[config.mk]
export PLATFORM = sky130hd
export DESIGN_NAME = clkbuf_ctrl
export DESIGN_NICKNAME = d
export VERILOG_FILES = /design/src/rtl/clkbuf_pkg.sv /design/src/rtl/cb_pwr_seq.sv /design/src/rtl/cb_regfile.sv /design/src/rtl/cb_gate.sv /design/src/rtl/clkbuf_ctrl.sv
export SDC_FILE = /design/constraint.sdc
export NUM_CORES = 1
export LEC_CHECK = 0
export CORE_MARGIN = 1
export CORE_UTILIZATION = 50
export DETAILED_ROUTE_END_ITERATION = 10
export PLACE_DENSITY = 0.92
export SYNTH_ARGS = -nofsm -noshare
export SYNTH_HDL_FRONTEND = slang
export SYNTH_HIERARCHICAL = 1
export SYNTH_SLANG_ARGS = --single-unit
export TNS_END_PERCENT = 1
[constraint.sdc]
create_clock -name clk -period 1.5 [get_ports clk]
set_clock_uncertainty 0.15 [all_clocks]
set_input_delay 0.3 -clock clk [delete_from_list [all_inputs] [get_ports clk]]
set_output_delay 0.3 -clock clk [all_outputs]
set_load 0.005 [all_outputs]
[src/rtl/clkbuf_pkg.sv]
package clkbuf_pkg;
  typedef enum logic [1:0] {
    PLL_LOW_BW  = 2'b00,
    PLL_BYPASS  = 2'b01,
    PLL_HIGH_BW = 2'b11
  } pll_mode_e;

  // map a decoded strap onto a legal mode; the unused code means bypass
  function automatic pll_mode_e strap_to_mode(input logic [1:0] s);
    case (s)
      2'b00:   return PLL_LOW_BW;
      2'b11:   return PLL_HIGH_BW;
      default: return PLL_BYPASS;
    endcase
  endfunction
endpackage

[src/rtl/cb_pwr_seq.sv]
module cb_pwr_seq
  import clkbuf_pkg::*;
#(
  parameter int SYNC_STAGES = 2
) (
  input  logic      clk,
  input  logic      rst,
  input  logic      pwr_ok,
  input  logic [1:0] mode_strap,
  input  logic      freq_strap,
  output logic      run,
  output logic      pll_en,
  output pll_mode_e mode_q,
  output logic      freq_q
);
  localparam int MSB = SYNC_STAGES - 1;

  logic [MSB:0] sync_q;
  logic         pg_prev_q;
  logic         started_q;
  logic         run_q;
  logic         pll_q;
  logic         pg_s;
  logic         pg_rise;

  assign pg_s    = sync_q[MSB];
  assign pg_rise = pg_s & ~pg_prev_q;

  always_ff @(posedge clk) begin
    if (rst) begin
      sync_q    <= '0;
      pg_prev_q <= 1'b0;
    end else begin
      sync_q    <= {sync_q[MSB-1:0], pwr_ok};
      pg_prev_q <= pg_s;
    end
  end

  always_ff @(posedge clk) begin
    if (rst) begin
      started_q <= 1'b0;
      mode_q    <= PLL_LOW_BW;
      freq_q    <= 1'b0;
      run_q     <= 1'b0;
    end else begin
      if (pg_rise && !started_q) begin
        started_q <= 1'b1;
        mode_q    <= strap_to_mode(mode_strap);
        freq_q    <= freq_strap;
      end
      if (pg_rise)
        run_q <= 1'b1;
      else if (!pg_s)
        run_q <= 1'b0;
    end
  end

  always_ff @(posedge clk) begin
    if (rst) pll_q <= 1'b0;
    else     pll_q <= run_q && (mode_q != PLL_BYPASS);
  end

  assign run    = run_q;
  assign pll_en = pll_q;

  AST_STRAP_HOLD: assert property (@(posedge clk) disable iff (rst)
    started_q |=> ($stable(mode_q) && $stable(freq_q)));
  AST_PLL_BYPASS: assert property (@(posedge clk) disable iff (rst)
    (mode_q == PLL_BYPASS) |=> !pll_en);
  AST_PLL_NOT_RUN: assert property (@(posedge clk) disable iff (rst)
    !started_q |=> !pll_en);
endmodule

[src/rtl/cb_regfile.sv]
module cb_regfile
  import clkbuf_pkg::*;
#(
  parameter int NUM_OUT = 15,
  parameter int ADDR_W  = 2
) (
  input  logic              clk,
  input  logic              rst,
  input  logic              reg_we,
  input  logic [ADDR_W-1:0] reg_addr,
  input  logic [7:0]        reg_wdata,
  input  pll_mode_e         mode_q,
  input  logic              freq_q,
  output logic [7:0]        reg_rdata,
  output logic [NUM_OUT-1:0] enables
);
  localparam int EN_BYTES = (NUM_OUT + 7) / 8;
  localparam int PAD_W    = EN_BYTES * 8;

  logic [NUM_OUT-1:0] en_q, en_d;
  logic [PAD_W-1:0]   en_pad;
  logic [7:0]         rd_d, rd_q;

  always_comb begin
    en_d = en_q;
    for (int i = 0; i < NUM_OUT; i++) begin
      if (reg_we && (reg_addr == ADDR_W'(i / 8 + 1)))
        en_d[i] = reg_wdata[i % 8];
    end
  end

  always_ff @(posedge clk) begin
    if (rst) en_q <= '1;
    else     en_q <= en_d;
  end

  assign en_pad = PAD_W'(en_q);

  always_comb begin
    rd_d = 8'h00;
    if (reg_addr == '0)
      rd_d = {mode_q, freq_q, 5'b0};
    for (int b = 0; b < EN_BYTES; b++) begin
      if (reg_addr == ADDR_W'(b + 1))
        rd_d = en_pad[b*8 +: 8];
    end
  end

  always_ff @(posedge clk) begin
    if (rst) rd_q <= 8'h00;
    else     rd_q <= rd_d;
  end

  assign reg_rdata = rd_q;
  assign enables   = en_q;

  AST_ADDR0_RO: assert property (@(posedge clk) disable iff (rst)
    (reg_we && reg_addr == '0) |=> $stable(en_q));
endmodule

[src/rtl/cb_gate.sv]
module cb_gate (
  input  logic clk,
  input  logic rst,
  input  logic want,
  input  logic clk_low,
  output logic gate
);
  logic gate_q;

  always_ff @(posedge clk) begin
    if (rst)          gate_q <= 1'b0;
    else if (clk_low) gate_q <= want;
  end

  assign gate = gate_q;

  AST_GATE_HOLD: assert property (@(posedge clk) disable iff (rst)
    !clk_low |=> $stable(gate_q));
endmodule

[src/rtl/clkbuf_ctrl.sv]
module clkbuf_ctrl
  import clkbuf_pkg::*;
#(
  parameter int NUM_OUT     = 15,
  parameter int ADDR_W      = 2,
  parameter int SYNC_STAGES = 2
) (
  input  logic               clk,
  input  logic               rst,
  input  logic               pwr_ok,
  input  logic [1:0]         mode_strap,
  input  logic               freq_strap,
  input  logic [NUM_OUT-1:0] out_clk_low,
  input  logic               fb_clk_low,
  input  logic               reg_we,
  input  logic [ADDR_W-1:0]  reg_addr,
  input  logic [7:0]         reg_wdata,
  output logic [7:0]         reg_rdata,
  output logic [NUM_OUT-1:0] out_gate,
  output logic               fb_gate,
  output logic               pll_en
);
  logic               run;
  pll_mode_e          mode_q;
  logic               freq_q;
  logic [NUM_OUT-1:0] enables;

  cb_pwr_seq #(.SYNC_STAGES(SYNC_STAGES)) u_pwr (
    .clk(clk), .rst(rst), .pwr_ok(pwr_ok), .mode_strap(mode_strap),
    .freq_strap(freq_strap), .run(run), .pll_en(pll_en),
    .mode_q(mode_q), .freq_q(freq_q)
  );

  cb_regfile #(.NUM_OUT(NUM_OUT), .ADDR_W(ADDR_W)) u_regs (
    .clk(clk), .rst(rst), .reg_we(reg_we), .reg_addr(reg_addr),
    .reg_wdata(reg_wdata), .mode_q(mode_q), .freq_q(freq_q),
    .reg_rdata(reg_rdata), .enables(enables)
  );

  for (genvar i = 0; i < NUM_OUT; i++) begin : g_out
    cb_gate u_gate (
      .clk(clk), .rst(rst), .want(run & enables[i]),
      .clk_low(out_clk_low[i]), .gate(out_gate[i])
    );
  end

  cb_gate u_fb_gate (
    .clk(clk), .rst(rst), .want(run),
    .clk_low(fb_clk_low), .gate(fb_gate)
  );

  AST_PD_GATES_OFF: assert property (@(posedge clk) disable iff (rst)
    (!run && (&out_clk_low) && fb_clk_low) |=> (out_gate == '0 && !fb_gate));
  AST_FB_RUN: assert property (@(posedge clk) disable iff (rst)
    (run && fb_clk_low) |=> fb_gate);
endmodule

# Yosys cells after proc, flatten, opt, wreduce, memory -nomap -nowiden
# Cells that the tools add are included.
# totals
regBits	48
input_bits	33
out_inout_bits	25
wordCells	63
# op_classes
eq_ne	5
n_mux	6
bitwise	17
n_reduce_logical	8
# op_table
operator	count
$and A1 B1 Y1	16
$mux W8	2
$mux W7	1
$eq A2 B2 Y1 const B	2
$logic_and A1 B1 Y1	4
$logic_not A2 Y1	2
$pmux W2 S2	1
$eq A2 B1 Y1 const B	1
$mux W1	2
$ne A2 B1 Y1 const B	1
$ne A2 B2 Y1 const B	1
$reduce_or A2 Y1	1
$logic_not A1 Y1	1
$not A1 Y1	1

# Longest topological paths before layout
# logic_depth
word_depth	4
ltp_mapped	4

# Cells and area by module
# Netlist, hierarchy kept.
# modules_own_cells
module	n_inst	cells_each	area_per_inst_um2	seq_area_each_um2
cb_regfile	1	95	954.7	460.4
cb_gate	16	3	33.8	20.0
cb_pwr_seq	1	30	330.3	180.2
clkbuf_ctrl	1	16	118.9	0.0

# Least setup slack after synthesis
# OpenSTA, ideal clock, no wires.
# synth_timing
kind	input to register
start	in reg_addr[0]
end	reg u_regs.en_q[10] (netlist: u_regs/enables[10])
setup_time_ns	0.121
arrival_time_ns	0.789
path_slack_ns	0.440
cell_stages	4
path_buffers	2
path_cell_list	buf_6 -> nand3b_4 -> buf_6 -> mux2i_1
# synth_via
elab_chain_len	2
# synth_lines
item	line	rtl
from (decl)	clkbuf_ctrl.sv:16	input logic [ADDR_W-1:0] reg_addr,
$eq A2 B2 Y1	cb_regfile.sv:27	if (reg_we && (reg_addr == ADDR_W'(i / 8 + 1)))
$logic_and A1 B1 Y1	cb_regfile.sv:27	
to (signal assigned)	cb_regfile.sv:34	else en_q <= en_d;
to (decl)	cb_regfile.sv:20	logic [NUM_OUT-1:0] en_q, en_d;
# Every way passes these cells.
# A chain may end at the register's enable or synchronous reset.

# Worst setup path after layout
# layout_timing
start	reg g_out[14].u_gate.gate_q
end	out out_gate[14]
# layout_lines
item	line	rtl
from (decl)	cb_gate.sv:8	logic gate_q;
from (signal assigned)	cb_gate.sv:12	else if (clk_low) gate_q <= want;
to (decl)	clkbuf_ctrl.sv:19	output logic [NUM_OUT-1:0] out_gate,
# No word-level cell between the ends.

==> summary.txt <==
CTS
  • Max Root-Sink Buffers: 2
  • Worst-Skew Late Latency: 0.30 ns
  • Worst-path clk slew: about 0.080 ns
  • CTS sink cnt: 48
  • Htree depth: 2
  • TritonCTS buffer count: 5
  • CTS tree: built
  • Root Buffer: clkbuf_8

Final layout
  • Nets: between 200 and 300
  • Area growth syn-to-layout: 38.67%
  • Fraction of layout cells with a size suffix above 1: 17.97%
  • Most common cell after layout, fill and taps aside: nor2_1
  • N_diodes: 0
  • Post-route insts no fill: between 300 and 400
  • Most frequent cells in the layout: 39 x nor2_1, 37 x mux2i_1, 36 x dfxtp_1
  • Final Cell Area: around 2700 µm²

Die
  • Die H: about 64 µm
  • Die area: 4142 µm²
  • Core Rows: 22
  • CORE AREA: 3689 µm²
  • Initial Utilization: ~53%
  • I/O Pins: between 50 and 60
  • Chip Width: between 60 and 70 µm

Yosys
  • Share of the synthesized area in the top cell type: around 49%
  • Synth Cell Area: roughly 1900 µm²
  • Post-synthesis net count: 222
  • Synth Area per Inst: between 10 and 15 µm²
  • Synth top area cells: dfxtp_1 49%, mux2i_1 19%, nor2_1 7.5%, nand3b_1 4.6%, and2_2 4.2%
  • Synthesis-stage register bit count: 48
  • Post-synth top area cell: dfxtp_1
  • Unique masters post-synth: 21
  • Ys Warns: 6
  • Post-synthesis sequential area ratio: 49.42%
  • Mapped Cells: 189

STA
  • Fmax: about 750 MHz
  • Setup ws final: 0.1613 ns
  • RSZ-0062 raised after global routing: no
  • Slew Viols, Final: 0
  • Fin. Hold Viols: 0
  • Final Cycle Share: around 90%
  • Min Tclk post-route: 1.339 ns
  • # setup viols final: 0
  • Max-slew headroom: between 80 and 90%
  • Slew of the pin with the lowest slew margin: 0.2546 ns

Route
  • DR vias/cell: 4.974
  • Initial drt markers: 35
  • Count of TritonRoute iterations in the first routing pass: 4
  • Via count: roughly 1500
  • Final WL: ~3900 µm
  • Drt drc: 0
  • Avg WL per Cell: about 13 µm
  • DRT antenna net count: 0

Placement
  • I/O Buffers: 57
  • Placed Cells: slightly below 300
  • Gpl congestion: 0.7199
  • Placed cell areas: around 2600 µm²
  • Pre-CTS WS: -0.1429 ns
  • DP HPWL: around 2800 µm

Worst setup path
  • CP arrival: approximately 0.89 ns
  • Crit path kind: reg2out
  • Worst Path Buf+Inv: 1
  • Delay-heaviest family, CP: flip-flops
  • Type of origin of the critical path: register
  • Worst-path maximum fanout: 2
  • CP max stage delay: 0.34 ns
  • CP max stage cell: dfxtp_1
  • Required time of the critical path: between 1 and 1.5 ns
  • Cell chain of the critical path: dlygate4sd2_1
  • Setup crit end kind: output port

Power
  • VDD IR-drop max: a little over 0.8 mV
  • Switching part of the total: ~22%
  • Pwr per Cell Area: roughly 940 nW/µm²
  • Leakage: 1.300 nW
  • Register share of total power: a little over half
  • Clock share of power: 35.8%
  • Internal power: between 1.5 and 2 mW
  • Comb pwr share: 11.5%
  • Psw: 0.5501 mW

Global routing
  • Initial antenna violation count: 0
  • Vias in the first global route: between 1000 and 1500
  • Largest net degree at the start of global routing: 34
  • Global route overflow: 0
  • First-pass GRT wire length: 6444 µm
  • Global Route Usage Sum: 20.40%

Job
  • Total of max-cap violations: 0

Run status
  • Status: completed

Worst hold path
  • Hold crit path type: in2reg
## kinds of logic after synthesis
| logic type | share of synthesized area (%) |
|---|---|
| buffers and inverters | 4.440 |
| AOI/OAI and AO/OA | 3.604 |
| muxes | 19.05 |
| DFF | 49.42 |
| and+or+nand+nor | 23.49 |
## layer usage
layer / wire, µm / track usage (%)
met1: 1679 / 23.76
met4: 80 / 7.778
met2: 1900 / 35.13
met3: 194 / 5.714
met5: 0 / 0
## area by class of cell
class,count,area [µm²]
timing repair buffer,69,640.6
tap,48,60.06
clock inverter,3,42.54
inverter,3,11.26
sequential,48,975.9
fill,273,992.2
multi-input combinational,128,897.1
clock buffer,5,68.82
## power groups by stage
stage,logic (mW),registers [mW],clock network (mW)
after global routing,0.317,1.35,0.988
after CTS,0.292,1.34,0.937
after detailed placement,0.304,1.37,0
after global placement,0.298,1.37,0
final,0.291,1.34,0.909
after floorplan,0.131,1.37,0
## metrics by stage
step / TNS [ns] / util (%) / total power [mW] / hold WS [ns]
after floorplan: 0 / - / 1.499 / 0.2224
after global placement: -1.582 / 70.22 / 1.667 / 0.2726
after detailed placement: -2.450 / 70.22 / 1.674 / 0.2765
after CTS: -0.08749 / 72.83 / 2.570 / 0.1389
after global routing: 0 / 73.10 / 2.651 / 0.1503
final: 0 / 73.10 / 2.540 / 0.1364
## Yosys cell counts
| master | instances |
|---|---|
| dfxtp_1 | 48 |
| nor2_1 | 39 |
| mux2i_1 | 37 |
| nand3b_1 | 12 |
| and2_2 | 11 |
| nand2b_1 | 8 |
| a21oi_1 | 6 |
| and2_1 | 4 |
| buf_6 | 4 |
| buf_2 | 3 |
| inv_1 | 3 |
| nor2b_1 | 3 |
| clkbuf_1 | 2 |
| o32ai_1 | 2 |
| a211oi_1 | 1 |
| a21boi_1 | 1 |
| buf_4 | 1 |
| nand3b_4 | 1 |
| nor3_1 | 1 |
| nor3b_4 | 1 |
| o21bai_1 | 1 |
## state kept, by name, indices dropped and copies added, names as in the netlist
| name | flops |
|---|---|
| g_out.u_gate/gate | 15 |
| u_fb_gate/gate | 1 |
| u_pwr/freq_q | 1 |
| u_pwr/mode_q | 2 |
| u_pwr/pg_prev_q | 1 |
| u_pwr/pll_en | 1 |
| u_pwr/run | 1 |
| u_pwr/started_q | 1 |
| u_pwr/sync_q | 2 |
| u_regs/enables | 15 |
| u_regs/reg_rdata | 8 |
## final timing paths
check | from | endpoint | slack, ns | depth (start not counted)
worst max-delay path | g_out[14].u_gate/gate | out_gate[14] | 0.16 | 1
worst min-delay path | rst | g_out[4].u_gate/gate | 0.14 | 2
worst max register to register | u_pwr/run | g_out[0].u_gate/gate | 0.37 | 4
worst min register to register | u_pwr/sync_q[0] | u_pwr/sync_q[1] | 0.29 | 1
## repair_timing
item / CTS / global route
endpoints found under the setup margin: 25 / 1
resized for setup: 36 / 1
pin swaps: 0 / 0
hold buffers: 0 / 0
gates cloned: 0 / 0
setup buffers: 0 / 1
No activity file was read; power rests on OpenSTA's default activity.
